$ cat config.mk
export PLATFORM = sky130hd
export DESIGN_NAME = osc_trim_loop
export DESIGN_NICKNAME = d
export VERILOG_FILES = /design/src/rtl/osc_trim_pkg.sv /design/src/rtl/ots_ref_sync.sv /design/src/rtl/ots_meas_cnt.sv /design/src/rtl/ots_trim_step.sv /design/src/rtl/osc_trim_loop.sv
export SDC_FILE = /design/constraint.sdc
export NUM_CORES = 1
export LEC_CHECK = 0
export CAP_MARGIN = 20
export CORE_ASPECT_RATIO = 0.5
export CORE_MARGIN = 3
export CORE_UTILIZATION = 30
export CTS_CLUSTER_DIAMETER = 60
export DETAILED_ROUTE_END_ITERATION = 8
export DONT_BUFFER_PORTS = 1
export SLEW_MARGIN = 10
export SYNTH_ARGS = -nofsm -noshare
export SYNTH_HDL_FRONTEND = slang
export SYNTH_HIERARCHICAL = 1
export SYNTH_SLANG_ARGS = --single-unit
$ cat constraint.sdc
create_clock -name clk -period 10.5 [get_ports clk]
set_input_delay 2.1 -clock clk [delete_from_list [all_inputs] [get_ports clk]]
set_output_delay 2.1 -clock clk [all_outputs]
set_load 0.02 [all_outputs]
$ cat src/rtl/osc_trim_pkg.sv
package osc_trim_pkg;

    typedef enum logic [1:0] {
        ST_IDLE = 2'd0,
        ST_ARM  = 2'd1,
        ST_MEAS = 2'd2
    } loop_state_e;

    typedef enum logic [1:0] {
        VERDICT_HOLD = 2'd0,
        VERDICT_UP   = 2'd1,
        VERDICT_DOWN = 2'd2
    } verdict_e;

    typedef struct packed {
        logic run;
        logic single;
        logic irq_en;
    } ctl_s;

    // Above the window wins over below it, so a crossed window steps down.
    function automatic verdict_e judge(input logic [31:0] cnt,
                                       input logic [31:0] lo,
                                       input logic [31:0] hi);
        if (cnt > hi)
            return VERDICT_DOWN;
        else if (cnt < lo)
            return VERDICT_UP;
        else
            return VERDICT_HOLD;
    endfunction

endpackage

$ cat src/rtl/ots_ref_sync.sv
module ots_ref_sync #(
    parameter int STAGES = 2
) (
    input  logic clk,
    input  logic rst,
    input  logic async_in,
    output logic rise
);
    logic [STAGES:0] chain;

    for (genvar i = 0; i <= STAGES; i++) begin : g_stage
        if (i == 0) begin : g_first
            always_ff @(posedge clk) begin
                if (rst) chain[0] <= 1'b0;
                else     chain[0] <= async_in;
            end
        end else begin : g_next
            always_ff @(posedge clk) begin
                if (rst) chain[i] <= 1'b0;
                else     chain[i] <= chain[i-1];
            end
        end
    end

    // Last synchronised stage against its one-cycle history.
    assign rise = chain[STAGES-1] & ~chain[STAGES];

endmodule

$ cat src/rtl/ots_meas_cnt.sv
module ots_meas_cnt #(
    parameter int CNT_W = 20
) (
    input  logic             clk,
    input  logic             rst,
    input  logic             clear,
    input  logic             load_one,
    input  logic             inc,
    output logic [CNT_W-1:0] cnt
);
    localparam logic [CNT_W-1:0] CNT_MAX = '1;
    localparam logic [CNT_W-1:0] CNT_ONE = CNT_W'(1);

    always_ff @(posedge clk) begin
        if (rst || clear)
            cnt <= '0;
        else if (load_one)
            cnt <= CNT_ONE;
        else if (inc && cnt != CNT_MAX)
            cnt <= cnt + CNT_ONE;
    end

endmodule

$ cat src/rtl/ots_trim_step.sv
module ots_trim_step
    import osc_trim_pkg::*;
#(
    parameter int TRIM_W = 7
) (
    input  logic [TRIM_W-1:0] cur,
    input  verdict_e          verdict,
    output logic [TRIM_W-1:0] nxt
);
    localparam logic [TRIM_W-1:0] TRIM_TOP = '1;
    localparam logic [TRIM_W-1:0] TRIM_ONE = TRIM_W'(1);

    always_comb begin
        unique case (verdict)
            VERDICT_UP:   nxt = (cur == TRIM_TOP) ? cur : cur + TRIM_ONE;
            VERDICT_DOWN: nxt = (cur == '0)       ? cur : cur - TRIM_ONE;
            default:      nxt = cur;
        endcase
    end

endmodule

$ cat src/rtl/osc_trim_loop.sv
module osc_trim_loop
    import osc_trim_pkg::*;
#(
    parameter int TRIM_W      = 7,
    parameter int CNT_W       = 20,
    parameter int SYNC_STAGES = 2
) (
    input  logic              clk,
    input  logic              rst,
    input  logic              ref_clk,
    input  logic              ctl_wr,
    input  logic              ctl_run,
    input  logic              ctl_mode,
    input  logic              ctl_ie,
    input  logic [CNT_W-1:0]  lo_bound,
    input  logic [CNT_W-1:0]  hi_bound,
    output logic              run_o,
    output logic [TRIM_W-1:0] trim_code,
    output logic [CNT_W-1:0]  live_count,
    output logic              done_irq
);
    loop_state_e       state_q;
    ctl_s              ctl_q;
    logic              ref_rise;
    logic              start_req;
    logic              cnt_clear, cnt_load, cnt_inc;
    logic              window_end;
    verdict_e          verdict;
    logic [TRIM_W-1:0] trim_q, trim_nxt;

    ots_ref_sync #(.STAGES(SYNC_STAGES)) u_sync (
        .clk      (clk),
        .rst      (rst),
        .async_in (ref_clk),
        .rise     (ref_rise)
    );

    // A write takes priority over a reference edge in the same cycle.
    assign start_req  = ctl_wr && ctl_run && !ctl_q.run;
    assign window_end = !ctl_wr && state_q == ST_MEAS && ref_rise;

    assign cnt_clear = start_req;
    assign cnt_load  = !ctl_wr && ref_rise &&
                       (state_q == ST_ARM || (state_q == ST_MEAS && !ctl_q.single));
    assign cnt_inc   = !ctl_wr && state_q == ST_MEAS && !ref_rise;

    ots_meas_cnt #(.CNT_W(CNT_W)) u_cnt (
        .clk      (clk),
        .rst      (rst),
        .clear    (cnt_clear),
        .load_one (cnt_load),
        .inc      (cnt_inc),
        .cnt      (live_count)
    );

    assign verdict = judge(32'(live_count), 32'(lo_bound), 32'(hi_bound));

    ots_trim_step #(.TRIM_W(TRIM_W)) u_step (
        .cur     (trim_q),
        .verdict (verdict),
        .nxt     (trim_nxt)
    );

    always_ff @(posedge clk) begin
        if (rst) begin
            state_q  <= ST_IDLE;
            ctl_q    <= '0;
            trim_q   <= '0;
            done_irq <= 1'b0;
        end else begin
            done_irq <= 1'b0;
            if (ctl_wr) begin
                ctl_q.run    <= ctl_run;
                ctl_q.single <= ctl_mode;
                ctl_q.irq_en <= ctl_ie;
                if (!ctl_run)
                    state_q <= ST_IDLE;
                else if (start_req)
                    state_q <= ST_ARM;
            end else begin
                unique case (state_q)
                    ST_ARM: begin
                        if (ref_rise)
                            state_q <= ST_MEAS;
                    end
                    ST_MEAS: begin
                        if (window_end) begin
                            trim_q   <= trim_nxt;
                            done_irq <= ctl_q.irq_en;
                            if (ctl_q.single) begin
                                ctl_q.run <= 1'b0;
                                state_q   <= ST_IDLE;
                            end
                        end
                    end
                    default: ;
                endcase
            end
        end
    end

    assign run_o     = ctl_q.run;
    assign trim_code = trim_q;

endmodule

* Yosys cells after proc, flatten, opt, wreduce, memory -nomap -nowiden *
Index checks and enable logic that the tools add are counted.
Widths: inputs -> output; s select.

operators by class
  add/sub/neg operators = 3
  order comparisons = 2
  equal/unequal tests = 12
  mux-type cells = 18
  bitwise gates (word level) = 5
  reduce and logical (&&, ||, !) cells = 27

operators by type and width
  cell                   number
  $add 20x1->20 const B  1
  $gt 20x20->1           1
  $lt 20x20->1           1
  $ne 20x20->1 const B   1
  $mux 2                 7
  $mux 7                 2
  $pmux 7 s2             1
  $reduce_bool 2->1      5
  $logic_and 1x1->1      9
  $ne 3x3->1 const B     3
  $add 7x1->7 const B    1
  $eq 7x7->1 const B     1
  $logic_not 7->1        1
  $mux 1                 7
  $sub 7x1->7 const B    1
  $reduce_and 6->1       1
  $reduce_and 5->1       1
  $eq 2x1->1 const B     2
  $eq 2x2->1 const B     2
  $logic_not 1->1        4
  $ne 2x2->1 const B     2
  $not 1->1              4
  $pmux 2 s2             1
  $reduce_or 4->1        1
  6 further kinds        7

word-level totals
  register bits after elaboration = 36
  bits of input ports = 47
  output and inout port bits = 29
  logic and storage cells = 78

* Logic depth before layout (Yosys ltp) *
Gate-level depths: netlist of run 1.

  word-level depth = 7
  mapped depth = 16
  depth with buffers taken out = 16

* By module *
The synthesis of run 1 kept the hierarchy.

modules (own cells, without submodules)
  module         instances  cells each  area each (µm²)  sequential area each (µm²)
  osc_trim_loop  1          189         1495.2           260.2
  ots_meas_cnt   1          119         1016.0           400.4
  ots_trim_step  1          78          505.5            0.0
  ots_ref_sync   1          7           87.6             60.1

* Worst setup path before layout of run 1 *
No wires, ideal clock.

  kind = input to register
  start point = input hi_bound[5]
  end point = register trim_q[2], in the netlist trim_code[2]
  library setup time = 0.128 ns
  arrival time = 4.692 ns
  data required time = 10.372 ns
  setup slack = 5.680 ns
  cell stages on the path = 16
  buffers on the path = 1
  cell sequence = inv_1 > ha_1 > a21o_1 > nand3_2 > a21oi_2 > o41ai_1 > a22oi_1 > a2111oi_2 > inv_1 > ha_1 > clkbuf_1 > nor3_1 > a221oi_1 > o22ai_1 > mux2i_1 > nor2_1

RTL lines
  element                                   line                 RTL
  start: declaration                        osc_trim_loop.sv:16  input logic [CNT_W-1:0] hi_bound,
  $gt 20x20->1 *                            osc_trim_pkg.sv:25   if (cnt > hi)
  $mux 2 *                                  osc_trim_pkg.sv:25
  named net verdict[1]                      osc_trim_loop.sv:28  verdict_e verdict;
  $eq 2x2->1 or $eq 2x1->1 (tied branches)  ots_trim_step.sv:14  unique case (verdict)
  $pmux 7 s2 *                              ots_trim_step.sv:14
  named net trim_nxt[2]                     osc_trim_loop.sv:29  logic [TRIM_W-1:0] trim_q, trim_nxt;
  end signal: assignment                    osc_trim_loop.sv:88  trim_q <= trim_nxt;
  end: declaration                          osc_trim_loop.sv:29

The timed path passes the listed nets; every way through them passes the cells marked *.
A chain may end at the register's enable or synchronous reset.

* Worst setup path after layout of run 1 *
  start point = input hi_bound[7]
  end point = register trim_q[2], in the netlist trim_code[2]

Same word-level chain as after synthesis.

==> impl_metrics.toml, run 1 <==
[place]
gp_congestion = 0.817
portBuffers = 0
dp_hpwl_um = 6220

[timing]
finalMaxSlewViolations = 0
max_freq_mhz = 199
relSlewSlack_pct = 33.8
setup_viol = 0
final-hold-violation-count = 0
tightest_slew_ns = 0.986
fin_crit_ns = 5.02
final.setup.tns_ns = 0
finalCritPeriodShare_pct = 47.8
fin_skew_ns = 0.00371
rsz0062_at_grt = "false"

[yosys]
syn-cell-area_mm2 = 0.00310
synthFlopType = "dfxtp_1"
synth_nets = 485
synth.avg_cell_area_um2 = 7.90
synth_edf_count = 0
async_flop_share_pct = 0
synth_warnings = 6
netlist-cell-type-count = 57
postSynthCellCount = 393
synth.yosys.seq_area_share_pct = 23.2
synth_seq_cells = 36

[layout]
diodes = 0
area.sequential_um2 = 721
final_util_pct = 34.5
fillers = 1049
multi_input_area_mm2 = 0.00215
drive_above_1_share_pct = 5.41
layout.nets = 479
area_delta_synth_final_pct = 8.38

[power_and_ir_drop]
ir_drop_v = 0.0000487
p_per_area_mw_per_mm2 = 91.0
p_leak_nw = 1.52

[floorplan]
initial_utilization_pct = 31.8
num_rows = 25
core-area_mm2 = 0.00976
die_w_um = 150
pin_count = 76
die_area_mm2 = 0.0117
die_y_um = 77.9

[detailed_routing]
route.detailed.drc = 0
dr.pass1.iters = 4
postRouteWirelength_um = 7900
drtIter0Drc = 208
detail-route-antenna-nets = 0
wl_per_cell_um = 15.1
viasPerCell = 5.22
vias = 2730

[setup_path]
path_cells = "inv_1, ha_1, a21oi_1, a21oi_2, o41ai_1, a22oi_1, a2111oi_2, inv_1, ha_1, nor2b_1, o21a_1, a221oi_1, o22ai_1, mux2i_1, nor2_1"
worst_path_max_delay_cell = "ha_1"
critPathKind = "in -> reg"
crit_fanout = 16
crit_arrival_ns = 5.19
max_stage_delay_ns = 0.59
crit_path_start_kind = "primary input"
cp-end-kind = "register"
worstPathRequired_ns = 10.67
cp_top_family = "compound AO/OA/AOI/OAI gates"
crit_buf_inv = 2

[global_routing]
track_usage_pct = 13.1
grt_max_degree = 20
grt_overflow = 0
grt_first_pass_wirelength_um = 12500
first_global_vias = 2446
antenna_found_initial = 0

[clocking]
cts_buffers = 5
ctsResizeCount = 0
cts_tree = "yes"
cts.clk_slew.worst_paths_ns = 0.06
cts_num_sinks = 36
clk_path_buf_depth = 2
clk-insertion-delay-late_ns = 0.27
cts-hold-fix-buffers = 0
post_cts_buffers = 0
clock-root-buffer = "clkbuf_16"
h-tree-depth = 2

[status]
status = "finished clean"

[job]
max_cap_violations = 0

[min_path]
min_path_type = "reg -> reg"
[Yosys cell counts, drive strengths merged (2+ instances only)]
master	number	area, um2
a21o	8	60.1
nand2b	4	25.0
o31ai	2	15.0
a211oi	6	45.0
xnor2	5	43.8
o22ai	3	18.8
or3	7	53.8
o41ai	2	36.3
nor2b	10	65.1
nand3	19	110
o21a	3	22.5
buf	2	16.3
nor3	13	65.1
and4	3	26.3
mux2i	12	120
a22oi	2	15.0
nand2	20	75.1
inv	48	180
xor2	3	26.3
a221oi	2	17.5
nor2	34	130
nand3b	4	30.0
a221o	3	30.0
o211ai	2	15.0
a21oi	28	144
ha	45	563
mux2	2	26.3
clkbuf	11	41.3
a41oi	2	17.5
a31oi	4	25.0
nand4	18	113
and3	4	25.0
dfxtp	36	721
o21ai	12	60.1
[cell usage in the layout, fill, tap and decap left out, drive strengths merged, types with 7 or more instances in the layout]
cell type  instances
nand3             19
or3                7
dfxtp             36
nand2             20
mux2i             12
nor2              34
nor3              13
ha                45
inv               48
a21oi             28
nand4             18
a21o               8
o21ai             12
nor2b             10
[per-layer routing]
| layer | share of wire, % | GRT usage, % | vias up |
|---|---|---|---|
| met5 | 0 | 0 | - |
| met4 | 0.61 | 2.46 | 0 |
| met3 | 7.8 | 4.43 | 4 |
| met2 | 41 | 19.3 | 71 |
| met1 | 50 | 18.5 | 1235 |
| li1 | - | - | 1420 |
[sequential cells by signal, indices dropped and copies added (netlist names)]
| register | flops |
|---|---|
| u_sync/chain | 3 |
| trim_code | 7 |
| done_irq | 1 |
| u_cnt/cnt | 20 |
| run_o | 1 |
| ctl_q | 2 |
| state_q | 2 |
[worst paths after layout]
check | cells past startpoint | from | slack (ns) | end
worst max-delay path | 15 | hi_bound[7] | 5.48 | trim_code[2]$_SDFFE_PP0P_
worst max register to register | 15 | u_cnt/cnt[5]$_SDFFE_PP0P_ | 6.68 | trim_code[2]$_SDFFE_PP0P_
worst min-delay path | 1 | u_sync/chain[0]$_SDFF_PP0_ | 0.44 | u_sync/chain[1]$_SDFF_PP0_
worst min register to register | 1 | u_sync/chain[0]$_SDFF_PP0_ | 0.44 | u_sync/chain[1]$_SDFF_PP0_
[through the flow]
step	hold slack (ns)	worst slack, ns	std cells	area [um2]	power (mW)
finish	0.443	5.48	523	3360	0.306
global route	0.459	5.21	523	3360	0.320
CTS	0.446	5.47	523	3360	0.312
detailed placement	0.429	5.18	515	3220	0.161
global placement	0.421	5.25	515	3220	0.160
floorplan	0.414	5.68	393	3100	0.158
[cells by family after synthesis]
family	after synthesis	share of synthesized area (%)
AO/OA/AOI/OAI	87	19.2
XOR/XNOR	8	2.26
adder cells (fa/ha/maj)	45	18.1
buffers and inverters	61	7.66
flip-flops	36	23.2
multiplexers	14	4.72
AND/OR/NAND/NOR	142	24.8
[report_power, final]
group	switching (mW)	internal (mW)
sequential	0.00135	0.138
clock	0.0552	0.0935
combinational	0.0108	0.00737
total	0.0674	0.239
[cell type report]
cell class	count	area share, %
clock inverter	2	0.298
tap	135	5.02
inverter	48	5.36
multi-input combinational	296	63.8
clock buffer	6	4.13
sequential	36	21.4
Note: power is estimated with default switching activity, not from simulation.
==> run 2, diff against run 1 <==
==> constraint.sdc (replaced) <==
create_clock -name clk -period 4.2 [get_ports clk]
set_input_delay 0.84 -clock clk [delete_from_list [all_inputs] [get_ports clk]]
set_output_delay 0.84 -clock clk [all_outputs]
set_load 0.02 [all_outputs]
==> run 2 against run 1 <==
Net effect: global-route usage up 0.69 points; design area grew 3.3%; die area did not move; highest routed layer unchanged.
==> impl_metrics.toml, run 2 (same netlist as run 1, synthesis figures left out) <==
[setup_path]
reg2reg_slack_ns = 0.50
path_cells = "ha_1, a21oi_1, a21oi_2, o41ai_1, a22oi_1, a2111oi_2, inv_1, ha_1, nor2b_1, o21a_1, a221oi_1, o22ai_1, mux2i_1, nor2_1"
worstPathRequired_ns = 4.37
crit_top_cell = "ha_1"
crit_fanout = 10
crit_path_start_kind = "register"
cp-end-kind = "register"
crit_arrival_ns = 3.87
max_stage_delay_ns = 0.61
critPathKind = "reg -> reg"
worst_path_max_delay_cell = "dfxtp_1"

[timing]
finalMaxSlewViolations = 0
final-hold-violation-count = 0
finalCritPeriodShare_pct = 88.1
relSlewSlack_pct = 36.3
max_freq_mhz = 270
final.setup.tns_ns = 0
fin_crit_ns = 3.70
setup_viol = 0
tightest_slew_ns = 0.947
layout_setup_ws_ns = 0.500
rsz0062_at_grt = "false"
fin_skew_ns = 0.00571
holdWs_ns = 0.445

[clocking]
post_cts_buffers = 0
cts-hold-fix-buffers = 0
cts.clk_slew.worst_paths_ns = 0.06
cts_buffers = 5
clk_path_buf_depth = 2
ctsResizeCount = 0
cts_tree = "yes"
clock-root-buffer = "clkbuf_16"
clk-insertion-delay-late_ns = 0.28
h-tree-depth = 2
cts_num_sinks = 36

[global_routing]
grt_max_degree = 20
track_usage_pct = 13.8
antenna_found_initial = 0
first_global_vias = 2551
grt_first_pass_wirelength_um = 13100
grt_overflow = 0

[status]
status = "finished clean"

[detailed_routing]
vias = 2780
wl_met2_um = 3430
wl_met3_um = 475
drtIter0Drc = 288
dr.pass1.iters = 4
route.detailed.drc = 0
met1_length_um = 4150
wl_per_cell_um = 15.1
postRouteWirelength_um = 8110
viasPerCell = 5.18
top_layer_used = "met4"
detail-route-antenna-nets = 0

[place]
place_ws_ns = 0.274
gp_congestion = 0.827
portBuffers = 0
dp_hpwl_um = 6430
placed_area_mm2 = 0.00332

[layout]
diodes = 0
largest_reg_flops = 20
final_common_cell = "inv_1"
largest-register = "u_cnt/cnt"
drive_above_1_share_pct = 8.71
area_delta_synth_final_pct = 11.9
final_area_mm2 = 0.00347
layout_common_cells = "inv_1, ha_1, dfxtp_1, nor2_1, a21oi_1"
layout.nets = 493

[floorplan]
die_area_mm2 = 0.0117
initial_utilization_pct = 31.8
pin_count = 76
die_y_um = 77.9
die_w_um = 150
core-area_mm2 = 0.00976
num_rows = 25

[power_and_ir_drop]
ir_drop_v = 0.000177
p_per_area_mw_per_mm2 = 224
p_leak_nw = 1.58

[job]
max_cap_violations = 0

[min_path]
min_path_type = "reg -> reg"
==> run 2: cell types whose count changed in the layout (fill, tap and decap cells not counted) <==
cell,change
buf_4,+14
clkinv_2,-2
clkinvlp_4,+2
==> run 2: path summary, 6_finish.rpt <==
kind                                            startpoint                         end  cells past startpoint
worst min register to register  u_sync/chain[0]$_SDFF_PP0_  u_sync/chain[1]$_SDFF_PP0_                      1
worst min-delay path            u_sync/chain[0]$_SDFF_PP0_  u_sync/chain[1]$_SDFF_PP0_                      1
worst max register to register   u_cnt/cnt[7]$_SDFFE_PP0P_   trim_code[2]$_SDFFE_PP0P_                     14
worst max-delay path             u_cnt/cnt[7]$_SDFFE_PP0P_   trim_code[2]$_SDFFE_PP0P_                     14
==> run 2: report_power, final <==
part	switching [mW]	leakage, nW	total, mW	internal (mW)
sequential	0.00331	0.291	0.348	0.345
combinational	0.0275	1.22	0.0461	0.0186
clock	0.147	0.0691	0.383	0.236
total	0.178	1.58	0.777	0.600
==> run 2: per-layer routing <==
metal | up-vias | global-route usage, %
li1 | 1447 | -
met1 | 1275 | 19.8
met2 | 54 | 20.4
met3 | 4 | 3.73
met4 | 0 | 3.01
met5 | - | 0
==> run 2: critical path, delay by kind of cell, from the launching register on <==
kind | cells | cell delay [ns]
flip-flops | 1 | 0.61
buffers and inverters | 1 | 0.09
AO/OA/AOI/OAI | 8 | 1.73
multiplexers | 1 | 0.14
AND/OR/NAND/NOR | 2 | 0.19
adder cells (fa/ha/maj) | 2 | 0.82
==> run 2: final cells by class <==
type,instances,area (um2)
clock buffer,6,139
clock inverter,2,15.0
fill,1049,6280
inverter,48,180
multi-input combinational,296,2150
sequential,36,721
tap,135,169
timing repair buffer,14,105
==> run 2: through the flow <==
step / std cells / total power [mW] / utilization [%]
after detailed placement: 529 / 0.402 / 34.0
after CTS: 537 / 0.789 / 35.6
final: 537 / 0.777 / 35.6
after floorplan: 393 / 0.394 / -
after global placement: 529 / 0.401 / 34.0
after global routing: 537 / 0.808 / 35.6
